$ cat config.mk
export PLATFORM = sky130hd
export DESIGN_NAME = ep0_status
export DESIGN_NICKNAME = d
export VERILOG_FILES = /design/src/rtl/ep0_status.sv
export SDC_FILE = /design/constraint.sdc
export NUM_CORES = 1
export LEC_CHECK = 0
export BUFFER_PORTS_ARGS = -buffer_cell sky130_fd_sc_hd__buf_4
export CORE_AREA = 2 2 39 41
export CTS_BUF_LIST = sky130_fd_sc_hd__clkbuf_4 sky130_fd_sc_hd__clkbuf_8
export DETAILED_ROUTE_END_ITERATION = 7
export DIE_AREA = 0 0 41 43
export HOLD_SLACK_MARGIN = 0.12
export SETUP_SLACK_MARGIN = 0.1
export SYNTH_ARGS = -nofsm -noshare
export SYNTH_HDL_FRONTEND = slang
export SYNTH_SLANG_ARGS = --single-unit
export TNS_END_PERCENT = 20
$ cat constraint.sdc
create_clock -name clk -period 1.5 [get_ports clk]
set_input_delay 0.15 -clock clk [delete_from_list [all_inputs] [get_ports clk]]
set_output_delay 0.15 -clock clk [all_outputs]
set_load 0.02 [all_outputs]
$ cat src/rtl/ep0_status.sv
module ep0_status #(
  parameter int NFLAG = 4,
  parameter int NIRQ  = 3,
  parameter int SETUP_BIT = 2,
  parameter int OUT_BIT   = 1
) (
  input  logic             clk,
  input  logic             rst_n,
  input  logic [NFLAG-1:0] set_evt,
  input  logic             ack_wr,
  input  logic [7:0]       ack_data,
  input  logic [NIRQ-1:0]  irq_en,
  input  logic             tok_is_setup,
  output logic [7:0]       status,
  output logic [NIRQ-1:0]  irq_vec,
  output logic             irq,
  output logic             nak_req
);

  localparam logic [NFLAG-1:0] SETUP_ONLY = NFLAG'(1) << SETUP_BIT;

  logic [NFLAG-1:0] flags;
  logic [NFLAG-1:0] clr;

  assign clr = ack_wr ? ack_data[NFLAG-1:0] : '0;

  always_ff @(posedge clk) begin
    if (!rst_n)                 flags <= '0;
    else if (set_evt[SETUP_BIT]) flags <= SETUP_ONLY;
    else                        flags <= set_evt | (flags & ~clr);
  end

  assign status  = {{(8-NFLAG){1'b0}}, flags};
  assign irq_vec = flags[NIRQ-1:0] & irq_en;
  assign irq     = |irq_vec;
  assign nak_req = flags[OUT_BIT] & ~tok_is_setup;


  setup_wipe_chk: assert property (@(posedge clk) disable iff (!rst_n)
    set_evt[SETUP_BIT] |=> status[NFLAG-1:0] == SETUP_ONLY);


  set_wins_chk: assert property (@(posedge clk) disable iff (!rst_n)
    set_evt[0] && !set_evt[SETUP_BIT] && ack_wr && ack_data[0] |=> status[0]);


  ack_clear_chk: assert property (@(posedge clk) disable iff (!rst_n)
    status[OUT_BIT] && ack_wr && ack_data[OUT_BIT] && set_evt == '0 |=> !status[OUT_BIT]);


  hold_chk: assert property (@(posedge clk) disable iff (!rst_n)
    !ack_wr && set_evt == '0 |=> $stable(status));


  irq_src_chk: assert property (@(posedge clk) disable iff (!rst_n)
    irq |-> |status[NIRQ-1:0]);


  nak_setup_chk: assert property (@(posedge clk) disable iff (!rst_n)
    tok_is_setup |-> !nak_req);

endmodule

==> flow_summary.ini, run 1 <==
[status]
status = completed

[routing]
routedWlPerCell_um = 8.25
drc = 0
first_iter_violations = 6
dr.pass1.iters = 4
drtAntennaViolNets = 0
vias = 292
viasPerCell = 4.00
routed_wl_um = 602

[clock_tree]
clkTransAtPathRegs_ns = 0.04
cts_sinks = 4
cts_tree = done
htree_levels = 1
clk-insertion-delay-late_ns = 0.23
postCtsSetupBuffers = 0
cts_buffers = 3
cts_buffer_depth = 2
clockRootBuffer = clkbuf_4

[cells_and_area]
nets = 78
reg_top3 = flags (4)
drive_above_1_share_pct = 47.4
largest_reg_flops = 4
area_growth_pct = 103
final_cell_mix = buf_4, inv_1, conb_1, dfxtp_1, dlygate4sd3_1
seqCellArea_um2 = 80.1
regMostFlops = flags
multi_input_area_um2 = 113
fill_cells = 152
num_antenna_cells = 0
layout_commonest_cell = buf_4

[logic_synthesis]
synth_cells = 28
synth_top_area_share_pct = 34.8
synth-seq-area-share_pct = 34.8
synth_cell_types = 12
synth_area_leaders = dfxtp_1, buf_4, a311oi_1, and2_1, inv_1
avgSynthCellArea_um2 = 8.22
ys_ff_latch = 4
yosysTopAreaCell = dfxtp_1
netlist_area_um2 = 230
yosysWarnings = 0

[worst_setup_path]
criticalPathCategory = register to output port
crit_family = compound AO/OA/AOI/OAI gates
path_cells = a222oi_1, inv_1, buf_4
cp.required_ns = 1.35
crit_fanout = 4
crit_buf_inv = 2
max_stage_delay_ns = 0.33
critPathCaptureType = output port
cp-start-kind = register
crit_arrival_ns = 1.11
crit_slowest_cell = a222oi_1

[sta]
fin_ws_ns = 0.244
skew_ns = 0
drv_slew = 0
timing.final.crit_share_pct = 83.8
final_hold_viol_count = 0
holdWs_ns = 0.132
setup_viol = 0
fin_crit_ns = 1.26
max_freq_mhz = 796
rsz0062_at_grt = false
finalSetupTns_ns = 0

[pwr]
ir_drop_mv = 0.578
leakage_nw = 0.253
powerDensity_nw_per_um2 = 747
power.total_mw = 0.349

[floorplanning]
rows = 14
die_w_um = 41
die_height_um = 43
die-area_um2 = 1760
coreArea_um2 = 1380
start_util_pct = 16.6
pin_count = 32

[grt]
grt_max_degree = 6
grt_pass1_wl_um = 883
overflow = 0
antenna_found_initial = 0
first_global_vias = 231
grt_usage_pct = 7.95

[job]
maxCapViolCount = 0

[placement]
gp_congestion = 0.651
io_buffers = 23
dp_slack_ns = 0.479

[hold_path]
hold_class = primary input to register
-- kinds of logic after synthesis --
family                 synth area share, %
buffers and inverters                 21.2
AO/OA/AOI/OAI                         20.7
AND/OR/NAND/NOR                       21.7
flip-flops                            34.8
other                                 1.63
-- cells in the mapped netlist --
cell / count
a222oi_1: 1
buf_4: 4
a31oi_1: 1
o21ai_0: 1
dfxtp_1: 4
nand2b_4: 1
and2_1: 3
conb_1: 1
nor2b_1: 1
a311oi_1: 3
nor2_1: 3
inv_1: 5
-- area by class of cell --
| type | count | area share, % |
|---|---|---|
| inverters | 5 | 4.02 |
| flip-flops and latches | 4 | 17.2 |
| well taps | 16 | 4.29 |
| clock buffers | 3 | 4.83 |
| repair buffers | 27 | 45.6 |
| multi-input cells | 18 | 24.1 |
-- per-stage QoR --
step | cell area [um^2] | utilization, % | cells
finish | 467 | 33.7 | 73
floorplan | 241 | - | 31
global placement | 404 | 29.2 | 66
detailed placement | 404 | 29.2 | 66
CTS | 467 | 33.7 | 73
global route | 467 | 33.7 | 73
-- routing by layer --
metal	vias to the layer above	global-route usage, %	part of all wire [%]
met5	-	0	0
met2	22	10.6	47
li1	148	-	-
met4	0	0	0
met1	122	8.74	32
met3	0	9.42	21
-- path summary, 6_finish.rpt --
path                       startpoint                  end  slack, ns  cells after the start
hold reg to reg   flags[3]$_SDFF_PP0_  flags[3]$_SDFF_PP0_       0.50                      2
setup reg to reg  flags[1]$_SDFF_PP0_  flags[1]$_SDFF_PP0_       0.81                      2
hold / removal                 ack_wr  flags[2]$_SDFF_PN0_       0.13                      2
setup / recovery  flags[0]$_SDFF_PP0_                  irq       0.24                      3
-- power breakdown --
part | internal [mW] | switching, mW
clock network | 0.0892 | 0.0407
registers | 0.113 | 0.00522
logic | 0.0548 | 0.0459
-- repair_timing --
action,in CTS,in global routing
resized for setup,0,0
hold buffers,4,0
endpoints found under the hold margin,4,0
(Power assumes the default switching activity.)
==> inputs of run 2 (changes only) <==
--- a/config.mk
+++ b/config.mk
@@ -5,6 +5,7 @@
 export SDC_FILE = /design/constraint.sdc
 export NUM_CORES = 1
 export LEC_CHECK = 0
+export ABC_AREA = 1
 export BUFFER_PORTS_ARGS = -buffer_cell sky130_fd_sc_hd__buf_4
 export CORE_AREA = 2 2 39 41
 export CTS_BUF_LIST = sky130_fd_sc_hd__clkbuf_4 sky130_fd_sc_hd__clkbuf_8
==> constraint.sdc (replaced) <==
create_clock -name clk -period 1.17 [get_ports clk]
set_input_delay 0.117 -clock clk [delete_from_list [all_inputs] [get_ports clk]]
set_output_delay 0.117 -clock clk [all_outputs]
set_load 0.02 [all_outputs]
==> run 2 against run 1 <==
  * Die area unchanged
  * Total power increased by 24%
  * Clock skew is the same
  * Largest cell class unchanged
==> flow_summary.ini, run 2 <==
[status]
status = completed

[cells_and_area]
layout_commonest_cell = buf_4
regMostFlops = flags
final_util_pct = 31.4
largest_reg_flops = 4
num_antenna_cells = 0
reg_top3 = flags (4)
drive_above_1_share_pct = 46.8
design_area_um2 = 434
area_growth_pct = 92.8
final_cell_mix = buf_4, nand2_1, inv_1, conb_1
nets = 83

[logic_synthesis]
yosysMostFrequentCell = nand2_1
avgSynthCellArea_um2 = 6.26
synthArstFlopShare_pct = 0
yosys-top-cells-count = nand2_1, inv_1, buf_4, dfxtp_1, a21oi_1
synth-seq-area-share_pct = 35.6
synth-edff-count = 0
yosysTopAreaCell = dfxtp_1
synth_cells = 36
netlist_area_um2 = 225
synth_flop_cell = dfxtp_1
ys_ff_latch = 4
synth_area_leaders = dfxtp_1, nand2_1, buf_4, inv_1, a21oi_1
synth_top_area_share_pct = 35.6
synth_cell_types = 10
yosysWarnings = 0

[worst_setup_path]
path_cells = nand2_1, nand3_1, buf_4
reg2reg_from = flags[0]$_SDFF_PP0_
critPathCaptureType = output port
max_stage_delay_ns = 0.35
crit_fanout = 3
r2r.worst_path.cells = 2
crit_arrival_ns = 0.87
cp.required_ns = 1.05
criticalPathCategory = register to output port
r2r-end = flags[0]$_SDFF_PP0_
cp-start-kind = register
r2r_slack_ns = 0.58
crit_slowest_cell = dfxtp_1

[routing]
first_iter_violations = 1
routed_wl_um = 585
dr.pass1.iters = 2
vias = 280
viasPerCell = 3.59
drc = 0
routedWlPerCell_um = 7.50
drtAntennaViolNets = 0

[sta]
skew_ns = 0
drv_slew = 0
timing.final.crit_share_pct = 84.0
setup_viol = 0
rsz0062_at_grt = false
max_freq_mhz = 1020
finalSetupTns_ns = 0
fin_crit_ns = 0.982
holdWs_ns = 0.131
final_hold_viol_count = 0

[clock_tree]
cts_buffer_depth = 2
htree_levels = 1
clk-insertion-delay-late_ns = 0.23
clockRootBuffer = clkbuf_4
cts_buffers = 3
cts_sinks = 4
cts_tree = done
postCtsSetupBuffers = 0
clkTransAtPathRegs_ns = 0.04

[grt]
grt_max_degree = 5
antenna_found_initial = 0
busiest_layer = met2
grtUsageMet2_pct = 11.6
first_global_vias = 236
grt_usage_pct = 8.73
overflow = 0
met1_usage_pct = 8.36
grt_pass1_wl_um = 931
grt_use_met3_pct = 9.42

[placement]
place_hpwl_um = 494
postPlaceCellArea_um2 = 399
io_buffers = 23
gp_congestion = 0.613

[floorplanning]
rows = 14
die-area_um2 = 1760
die_height_um = 43
start_util_pct = 16.3
coreArea_um2 = 1380
pin_count = 32
die_w_um = 41

[hold_path]
holdPathStages = 3
hold_class = primary input to register
hp-start = set_evt[2]
min_to = flags[2]$_SDFF_PN0_

[pwr]
powerDensity_nw_per_um2 = 998
leakage_nw = 0.264
ir_drop_mv = 0.772
power.total_mw = 0.433

[job]
maxCapViolCount = 0
==> run 2: cell types whose count changed in the layout (fill, tap and decap cells not counted), moves of 3 or more <==
cell | previous run | this run
inv_1 | 5 | 8
and2_1 | 3 | 0
nand2_1 | 0 | 12
a21oi_1 | 0 | 3
dlygate4sd3_1 | 4 | 1
a311oi_1 | 3 | 0
==> run 2: worst max path at each step <==
stage               to                start  depth (start not counted)  slack [ns]
2_1_floorplan  nak_req  flags[1]$_SDFF_PP0_                          2        0.25
3_3_place_gp       irq  flags[1]$_SDFF_PP0_                          3        0.40
3_5_place_dp       irq  flags[1]$_SDFF_PP0_                          3        0.39
4_1_cts            irq  flags[1]$_SDFF_PP0_                          3        0.13
5_1_grt        nak_req  flags[1]$_SDFF_PP0_                          3        0.12
6_report           irq  flags[0]$_SDFF_PP0_                          3        0.19
==> run 2: per-stage QoR <==
step,setup WS (ns),instances
floorplan,0.253,39
global placement,0.402,74
detailed placement,0.390,74
CTS,0.133,78
global route,0.116,78
finish,0.188,78
==> run 2: logic make-up after synthesis <==
logic type	synth area share, %
compound gates	10.6
buf+inv	28.3
flops	35.6
other cells	1.67
simple gates	23.9
==> run 2: timing repair <==
action                                  CTS  global route
endpoints found under the hold margin     1             0
hold buffers                              1             0
resized for setup                         0             2
endpoints found under the setup margin    0             2
==> run 2: final cells by class <==
class                   count  area (um^2)
clock buffers               3         22.5
repair buffers             24          183
inverters                   9         33.8
multi-input cells          22         92.6
flip-flops and latches      4         82.6
fillers                   159          950
well taps                  16         20.0
==> run 2: worst max-delay path, delay by kind of cell, from the launching register on <==
family                 cells  cell delay (ns)
buffers and inverters      1             0.14
AND/OR/NAND/NOR            2             0.15
flip-flops                 1             0.35
==> run 2: where the power goes <==
part | leakage [nW] | internal [mW] | switching, mW
Combinational | 0.217 | 0.0590 | 0.0576
Clock | 0.0138 | 0.114 | 0.0514
Sequential | 0.0336 | 0.145 | 0.00554
Total | 0.264 | 0.319 | 0.114
==> run 2: metal layers <==
metal  part of all wire (%)  routed length (um)  up-vias
met1                     39                 226      114
met5                      0                   0        -
li1                       -                   -      148
met4                      0                   0        0
met3                     15                  89        0
met2                     46                 268       18
